File: src/rtl/interlock_stall.sv
module interlock_stall #(
  parameter int PEN_PTR  = 1,
  parameter int PEN_SFR  = 1,
  parameter int PEN_FLAG = 2,
  parameter int PEN_SP   = 2,
  localparam int MAXP_A  = (PEN_PTR > PEN_SFR) ? PEN_PTR : PEN_SFR,
  localparam int MAXP_B  = (PEN_FLAG > PEN_SP) ? PEN_FLAG : PEN_SP,
  localparam int MAXP    = (MAXP_A > MAXP_B) ? MAXP_A : MAXP_B,
  localparam int CNT_W   = (MAXP < 2) ? 1 : $clog2(MAXP + 1)
) (
  input  logic             clk,
  input  logic             rst_n,
  input  logic             dec_valid,
  input  logic             ptr_mod,
  input  logic             sfr_wr,
  input  logic             flag_upd,
  input  logic             sp_wr,
  input  logic             ind_ram_rd,
  input  logic             sfr_rd,
  input  logic             psw_rd,
  input  logic             sp_adj,
  output logic             stall_active,
  output logic [CNT_W-1:0] stall_cnt
);

  logic [3:0]       prev_q;
  logic [CNT_W-1:0] cnt_q;
  logic             waited_q;
  logic [CNT_W-1:0] pen;

  wire hz_ptr  = prev_q[0] & ind_ram_rd;
  wire hz_sfr  = prev_q[1] & sfr_rd;
  wire hz_flag = prev_q[2] & psw_rd;
  wire hz_sp   = prev_q[3] & sp_adj;

  always_comb begin
    pen = '0;
    if (hz_ptr  && int'(pen) < PEN_PTR)  pen = CNT_W'(PEN_PTR);
    if (hz_sfr  && int'(pen) < PEN_SFR)  pen = CNT_W'(PEN_SFR);
    if (hz_flag && int'(pen) < PEN_FLAG) pen = CNT_W'(PEN_FLAG);
    if (hz_sp   && int'(pen) < PEN_SP)   pen = CNT_W'(PEN_SP);
  end

  assign stall_cnt    = (cnt_q != '0) ? cnt_q
                      : ((dec_valid && !waited_q) ? pen : '0);
  assign stall_active = (stall_cnt != '0);

  wire retire = dec_valid & ~stall_active;

  always_ff @(posedge clk or negedge rst_n) begin
    if (!rst_n) begin
      prev_q   <= '0;
      cnt_q    <= '0;
      waited_q <= 1'b0;
    end else begin
      if (stall_active) begin
        cnt_q    <= stall_cnt - 1'b1;
        waited_q <= (stall_cnt == CNT_W'(1));
      end else if (retire) begin
        waited_q <= 1'b0;
        prev_q   <= {sp_wr, flag_upd, sfr_wr, ptr_mod};
      end
    end
  end

endmodule


File: config.mk
export PLATFORM = sky130hd
export DESIGN_NAME = interlock_stall
export DESIGN_NICKNAME = d
export VERILOG_FILES = /design/src/rtl/interlock_stall.sv
export SDC_FILE = /design/constraint.sdc
export NUM_CORES = 1
export LEC_CHECK = 0
export ABC_AREA = 1
export BUFFER_PORTS_ARGS = -buffer_cell sky130_fd_sc_hd__buf_2
export CAP_MARGIN = 20
export CORE_AREA = 4 4 41 43
export CTS_CLUSTER_SIZE = 14
export DETAILED_ROUTE_END_ITERATION = 10
export DIE_AREA = 0 0 45 47
export MAX_ROUTING_LAYER = met4
export PLACE_DENSITY = 0.6
export SLEW_MARGIN = 40
export SYNTH_ARGS = -nofsm -noshare
export SYNTH_HDL_FRONTEND = slang
export SYNTH_SLANG_ARGS = --single-unit
File: constraint.sdc
create_clock -name clk -period 3.74 [get_ports clk]
set_input_delay 0.187 -clock clk [delete_from_list [all_inputs] [get_ports clk]]
set_output_delay 0.187 -clock clk [all_outputs]
set_load 0.005 [all_outputs]
# Word level (Yosys, flattened, before mapping)
# Index checks and enable logic that the tools add are counted.
dict set report word_totals {
  latchBits 0
  mem_count 0
  in_bits 11
  ramBits 0
  rom_bits 0
  wordCells 31
  regBits 7
  out_inout_bits 3
}
dict set report op_classes {
  reduce_logical 9
  eq_ne 1
  shifts 0
  bitwise 6
  add_sub_neg 1
  div_mod_pow 0
  muxes 8
  n_lt_le_gt_ge 3
  multipliers 0
}
# cell n
set ops {}
lappend ops {{2-bit 2-to-1 mux} 4}
lappend ops {{2-bit nonzero test} 3}
lappend ops {{1-bit bitwise AND} 5}
lappend ops {{1-bit logical AND} 4}
lappend ops {{2-bit < comparator, second input constant} 2}
lappend ops {{1-bit 2-to-1 mux} 4}
lappend ops {{2-bit by 1-bit == test with 1-bit output, second input constant} 1}
lappend ops {{2-bit AND reduction} 1}
lappend ops {{2-bit by 1-bit subtractor with 2-bit output, second input constant} 1}
lappend ops {{1-bit logical NOT} 1}
lappend ops {{1-bit < comparator, second input constant} 1}
lappend ops {{1-bit inverter} 1}

# Longest topological paths before layout
# Gate-level depths: netlist of the first run.
dict set report depth {
  ltp_word 18
  mapped_depth 10
  ltp_nobuf 10
}

# Worst setup path after synthesis of the first run
# Ideal clock, no wire load.
dict set report synth_path {
  path_type {flip-flop to flip-flop}
  from {register waited_q}
  to {register prev_q[0]}
  path_buffers 0
  arrival_time_ps 1411
  path_stages_with_launch 10
  synth_period_minus_slack_ps 1536
  path_slack_ps 2204
  setup_time_ps 125
  cell_sequence {dfrtp_1 inv_1 nand2_1 nor2_1 nand3_1 nand2_1 inv_1 ha_1 nand2_2 mux2_4}
}
dict set report synth_between {
  elab_chain_len 8
}
# element line
set synth_rtl {}
lappend synth_rtl {{start, declared} 28} ;# logic waited_q;
lappend synth_rtl {{start signal, assigned} 58} ;# waited_q <= (stall_cnt == CNT_W'(1));
lappend synth_rtl {{1-bit logical NOT *} 45} ;# : ((dec_valid && !waited_q) ? pen : '0);
lappend synth_rtl {{1-bit logical AND *} 45}
lappend synth_rtl {{2-bit 2-to-1 mux *} 45}
lappend synth_rtl {{2-bit 2-to-1 mux *} 44} ;# assign stall_cnt = (cnt_q != '0) ? cnt_q
lappend synth_rtl {{named net stall_cnt[0]} 23} ;# output logic [CNT_W-1:0] stall_cnt
lappend synth_rtl {{2-bit nonzero test *} 46} ;# assign stall_active = (stall_cnt != '0);
lappend synth_rtl {{1-bit inverter (no source line) *} n/a}
lappend synth_rtl {{1-bit bitwise AND} 48} ;# wire retire = dec_valid & ~stall_active;
lappend synth_rtl {{2-bit AND reduction (no source line) *} n/a}
lappend synth_rtl {{end signal, assigned} 61} ;# prev_q <= {sp_wr, flag_upd, sfr_wr, ptr_mod};
lappend synth_rtl {{end, declared} 26} ;# logic [3:0] prev_q;
# Mark *: on every way through the listed nets, which the timed path passes. The rest lies on a longest branch.
# A chain may end at the register's enable or synchronous reset.

# Final worst setup path of the first run
dict set report layout_path {
  from {register prev_q[2]}
  to {output stall_active}
}
dict set report layout_between {
  elab_chain_len 9
}
# element line
set layout_rtl {}
lappend layout_rtl {{1-bit bitwise AND *} 33} ;# wire hz_flag = prev_q[2] & psw_rd;
lappend layout_rtl {{1-bit logical AND *} 40} ;# if (hz_flag && int'(pen) < PEN_FLAG) pen = CNT_W'(PEN_FLAG);
lappend layout_rtl {{2-bit 2-to-1 mux *} 40}
lappend layout_rtl {{2-bit < comparator} 41} ;# if (hz_sp && int'(pen) < PEN_SP) pen = CNT_W'(PEN_SP);
lappend layout_rtl {{1-bit logical AND} 41}
lappend layout_rtl {{2-bit 2-to-1 mux *} 41}
lappend layout_rtl {{2-bit 2-to-1 mux *} 45}
lappend layout_rtl {{2-bit 2-to-1 mux *} 44}
lappend layout_rtl {{2-bit nonzero test *} 46}
lappend layout_rtl {{end, declared} 22} ;# output logic stall_active,
# Every way passes the cells marked *; elsewhere a longest branch is shown, timed or not.

==> flow_summary.ini, run 1 <==
[run_status]
status = finished, final reports clean

[clock_network]
clockBufferDepth = 2
htree_num_levels = 1
cts_resized = 0
cts_inserted_buffers = 3
clk_latency_ns = 0.25
path_clk_slew_ns = 0.05
cts_tree = done
cts-root-buf = clkbuf_4
cts.sinks = 7

[grt]
grt_pass1_vias = 322
grt_pass1_wl_mm = 1.25
overflow = 0
grt_util_all_layers_pct = 9.06
antenna_found_initial = 0
grt_max_degree = 8

[synth]
synth_top_area_cell = dfrtp_1
netlist_top_cells_area = dfrtp_1 47%, mux2_4 16%, nand2_1 13%
synth-seq-area-share_pct = 46.8
synthCells = 40
synth_common_cells = 13 x nand2_1, 7 x dfrtp_1, 7 x inv_1
synth_edf_count = 0
syn-num-nets = 53
yosysUniqueCellTypes = 11
synth_ff_type = dfrtp_1
syn_avg_cell_area_um2 = 9.35
yosys.area.top_type_share_pct = 46.8
yosysWarnings = 0
syn_area_um2 = 374
yosysMostFrequentCell = nand2_1
synth_seq_cells = 7
synthArstFlopShare_pct = 100

[placed_design]
portBuffers = 13
place.gp.congestion = 0.656
dp_hpwl_um = 606
post-place-ws_ns = 2.06
dp_cells = 68

[layout]
nets = 72
final_layout_size_suffix_gt1_share_pct = 36.2
layout.cells.non_filler = 73
synthToLayoutAreaGrowth_pct = 32.1
diodes = 0

[detailed_routing]
ant_nets = 0
drc = 0
drt_wl_total_um = 726
viasPerCell = 4.21
first_pass_iters = 3
vias = 307
wl_per_cell_um = 9.95
drt_iter0_drc = 5

[worst_setup_path]
crit_path_end_kind = output port
critPathArrivalTime_ns = 1.60
worstPathRequired_ns = 3.55
startpoint_type = register
r2r_cells = 6
r2r-end = prev_q[0]$_DFFE_PN0P_
path_class = reg2out
r2r_start = prev_q[2]$_DFFE_PN0P_
slowest_delay_ns = 0.38
path_delay_family = flip-flops
regToRegSetupSlack_ns = 2.08
cp_common_cell = nand2_1
critPathBufInv = 2
cp_slowest_cell = dfrtp_1
cp_max_fo = 5
worstPathCellList = nand2_1 > nand2_1 > a31oi_1 > ha_1 > inv_1 > buf_2

[floorplan]
fp.dieW_um = 45
rows = 13
die_h_um = 47
num_io_pins = 14
start_util_pct = 28.8
core_um2 = 1300
die-area_um2 = 2120

[pwr]
power_density_nw_per_um2 = 785
ir_worst_vdd_mv = 0.297
p_leak_nw = 0.289
power_uw = 388

[sta]
final_hold_viol_count = 0
rsz0062_at_grt = false
worst_slack_ns = 1.96
period_share_pct = 47.7
drv_slew = 0
tns_ns = 0
post-route-min-period_ns = 1.78
setup_viol = 0
slew_headroom_pct = 80.3
skew_ns = 0.000598
tightest_slew_ns = 0.293
clock.fmax_mhz = 561

[hold_path]
holdPathStages = 2
hp-class = in2reg
min_to = prev_q[1]$_DFFE_PN0P_
worstHoldStart = sfr_wr

[flow_run]
maxCapViolCount = 0
timing repair:
action	4_1_cts	5_1_grt
buffers inserted	0	0
hold buffers	1	0
hold endpoints to repair	7	0
state kept, by name (all words and copies together) (netlist names):
| name | flops |
|---|---|
| prev_q | 4 |
| cnt_q | 2 |
| waited_q | 1 |
through the flow:
| step | util [%] | hold slack (ns) | area (µm²) |
|---|---|---|---|
| finish | 38.0 | 0.164 | 494 |
| global route | 38.0 | 0.159 | 494 |
| global placement | 35.2 | 0.0265 | 458 |
| detailed placement | 35.2 | 0.0305 | 458 |
| CTS | 38.0 | 0.153 | 494 |
| floorplan | - | -0.109 | 374 |
cell families after synthesis:
family	count (synthesis)	share of synthesized area, %
AND/OR/NAND/NOR	17	18.4
flip-flops	7	46.8
AO/OA/AOI/OAI	3	5.02
adder cells (fa/ha/maj)	2	6.69
buffers and inverters	7	7.02
multiplexers	4	16.1
worst max-delay path by stage:
| stage | end | cells after the start | from | slack, ns |
|---|---|---|---|---|
| global placement | prev_q[0]$_DFFE_PN0P_ | 6 | prev_q[2]$_DFFE_PN0P_ | 2.10 |
| CTS | stall_active | 6 | prev_q[2]$_DFFE_PN0P_ | 1.93 |
| global route | stall_active | 9 | waited_q$_DFFE_PN0P_ | 1.81 |
| floorplan | prev_q[0]$_DFFE_PN0P_ | 9 | waited_q$_DFFE_PN0P_ | 2.20 |
| finish | stall_active | 6 | prev_q[2]$_DFFE_PN0P_ | 1.96 |
| detailed placement | prev_q[1]$_DFFE_PN0P_ | 6 | prev_q[2]$_DFFE_PN0P_ | 2.06 |
where the power goes:
part	switching (mW)	internal, mW	leakage [nW]
clock	0.0287	0.0408	0.0150
combinational	0.0914	0.0926	0.190
sequential	0.0193	0.115	0.0840
layout by cell type, fill, tap and decap left out, drive strengths merged:
cell type    instances
inv                  7
nand3                2
o21ai                1
o31ai                1
dlygate4sd3          1
a31oi                1
nand2               14
mux2                 4
clkbuf               4
dfrtp                7
buf                 13
nor2                 1
ha                   2
metal layers:
metal / GRT usage, % / share of wire, % / vias to the layer above
met4: 8.77 / 1.9 / 0
met5: - / 0 / -
li1: - / - / 160
met1: 10.0 / 48 / 131
met2: 12.7 / 41 / 14
met3: 2.68 / 8.5 / 2
final cells by class:
cell class / count / area (µm²)
flip-flops and latches: 7 / 175
well taps: 15 / 18.8
clock buffers: 4 / 26.3
inverters: 7 / 26.3
repair buffers: 14 / 75.1
multi-input cells: 26 / 173
fillers: 139 / 807
(Power assumes the default switching activity.)
==> run 2, diff against run 1 <==
PLACE_DENSITY = 0.61   (was 0.6)
clock period = 1.6 ns   (was 3.74 ns; I/O delays follow)
==> run 2 against run 1 <==
Cell area rose by 16%. Clock-buffer cell count unchanged. Combinational power grew to 3.3 times the previous value. Non-clock buffer count grew 6. Critical endpoint is now prev_q[3]$_DFFE_PN0P_.
==> flow_summary.ini, run 2 (synthesis gave the netlist of run 1 again) <==
[clock_network]
clk_latency_ns = 0.25
cts_tree = done
cts-root-buf = clkbuf_4
cts_inserted_buffers = 3
clockBufferDepth = 2
path_clk_slew_ns = 0.05
cts.sinks = 7
htree_num_levels = 1

[layout]
largest_reg_flops = 4
synthToLayoutAreaGrowth_pct = 53.8
layout.cells.non_filler = 79
mostFrequentLayoutCells = 13 x buf_2, 11 x nand2_1, 7 x dfrtp_1
final_layout_size_suffix_gt1_share_pct = 56.3
regMostFlops = prev_q
diodes = 0
reg_top3 = prev_q (4), cnt_q (2), waited_q (1)
nets = 78
final_common_cell = buf_2

[floorplan]
die-area_um2 = 2120
die_h_um = 47
rows = 13
core_um2 = 1300
fp.dieW_um = 45
start_util_pct = 28.8
num_io_pins = 14

[grt]
grt_max_degree = 8
antenna_found_initial = 0
grt_pass1_vias = 348
met2_usage_pct = 16.1
met1_usage_pct = 9.56
overflow = 0
grt_util_all_layers_pct = 9.88
grt_pass1_wl_mm = 1.35
met3_usage_pct = 2.68
busiest_layer = met2

[detailed_routing]
wl_per_cell_um = 10.2
drc = 0
vias = 334
viasPerCell = 4.23
first_pass_iters = 2
ant_nets = 0
drt_iter0_drc = 1
drt_wl_total_um = 803

[pwr]
p_seq_share_pct = 29.4
p_leak_nw = 0.322
ir_worst_vdd_mv = 0.830
p_int_uw = 705
power_density_nw_per_um2 = 1910
pwr-share-clk_pct = 14.4
p_sw_uw = 393
swShare_pct = 35.8
p_comb_share_pct = 56.1

[worst_setup_path]
crit_path_start = waited_q$_DFFE_PN0P_
cp_max_fo = 4
crit_path_end_kind = register
worstPathRequired_ns = 1.73
startpoint_type = register
r2r_start = waited_q$_DFFE_PN0P_
critPathArrivalTime_ns = 1.65
path_class = reg2reg

[sta]
drv_slew = 0
period_share_pct = 95.2
clock.fmax_mhz = 656
tightest_slew_ns = 0.243
post-route-min-period_ns = 1.52
final_hold_viol_count = 0
skew_ns = 0.00420
slew_headroom_pct = 83.8
setup_viol = 0
rsz0062_at_grt = false
tns_ns = 0

[run_status]
status = finished, final reports clean

[hold_path]
worstHoldStart = ptr_mod
hp-class = in2reg

[placed_design]
dp_hpwl_um = 647
place.gp.congestion = 0.679
portBuffers = 13
dp_cells = 71

[flow_run]
maxCapViolCount = 0
## run 2: cell type report
| cell class | count | area (µm²) |
|---|---|---|
| clock buffers | 4 | 26.3 |
| fillers | 143 | 726 |
| well taps | 15 | 18.8 |
| multi-input cells | 26 | 209 |
| inverters | 7 | 26.3 |
| repair buffers | 20 | 120 |
| flip-flops and latches | 7 | 175 |
## run 2: through the flow
| step | util [%] | instance area, µm² | worst slack (ns) | power, mW | hold WS, ns |
|---|---|---|---|---|---|
| after detailed placement | 36.9 | 480 | -0.0332 | 0.825 | -0.0794 |
| after global routing | 44.2 | 576 | 0.00738 | 1.21 | 0.0464 |
| after floorplan | - | 374 | 0.0644 | 0.629 | -0.216 |
| after global placement | 36.9 | 480 | 0.0130 | 0.809 | -0.0806 |
| after CTS | 40.8 | 531 | 0.0155 | 1.02 | 0.0515 |
| final | 44.2 | 576 | 0.0762 | 1.10 | 0.0601 |
## run 2: critical path, stage by stage (launching register included)
cell     delay, ns
dfrtp_1       0.37
inv_2         0.06
nand2_2       0.05
nor2_2        0.11
nand3_2       0.09
nand2_2       0.09
inv_2         0.05
ha_4          0.17
nand2_4       0.10
mux2_4        0.31
## run 2: per-layer routing
layer	share of wire [%]	up-vias
li1	-	173
met1	43	148
met2	47	11
met3	8.6	2
met4	0.75	0
met5	0	-
## run 2: power by group through the flow
stage	logic (mW)	registers, mW	clock network, mW
after floorplan	0.324	0.305	0
after global placement	0.494	0.315	0
after global routing	0.701	0.332	0.177
final	0.616	0.323	0.158
after CTS	0.537	0.322	0.167
after detailed placement	0.507	0.318	0
## run 2: final timing paths
kind / cells after the start / slack, ns / to
min in group asynchronous: 2 / 0.19 / prev_q[0]$_DFFE_PN0P_
max reg2reg: 9 / 0.08 / prev_q[3]$_DFFE_PN0P_
max in group asynchronous: 2 / 1.25 / cnt_q[0]$_DFFE_PN0P_
min: 2 / 0.06 / prev_q[0]$_DFFE_PN0P_
min reg2reg: 2 / 0.48 / cnt_q[0]$_DFFE_PN0P_
max: 9 / 0.08 / prev_q[3]$_DFFE_PN0P_
## run 2: repair_timing
item,in CTS,in global routing
hold endpoints to repair,7,0
setup endpoints to repair,5,6
pin swaps,1,4
hold buffers,1,0
gates resized for setup,4,7
buffers inserted,0,3
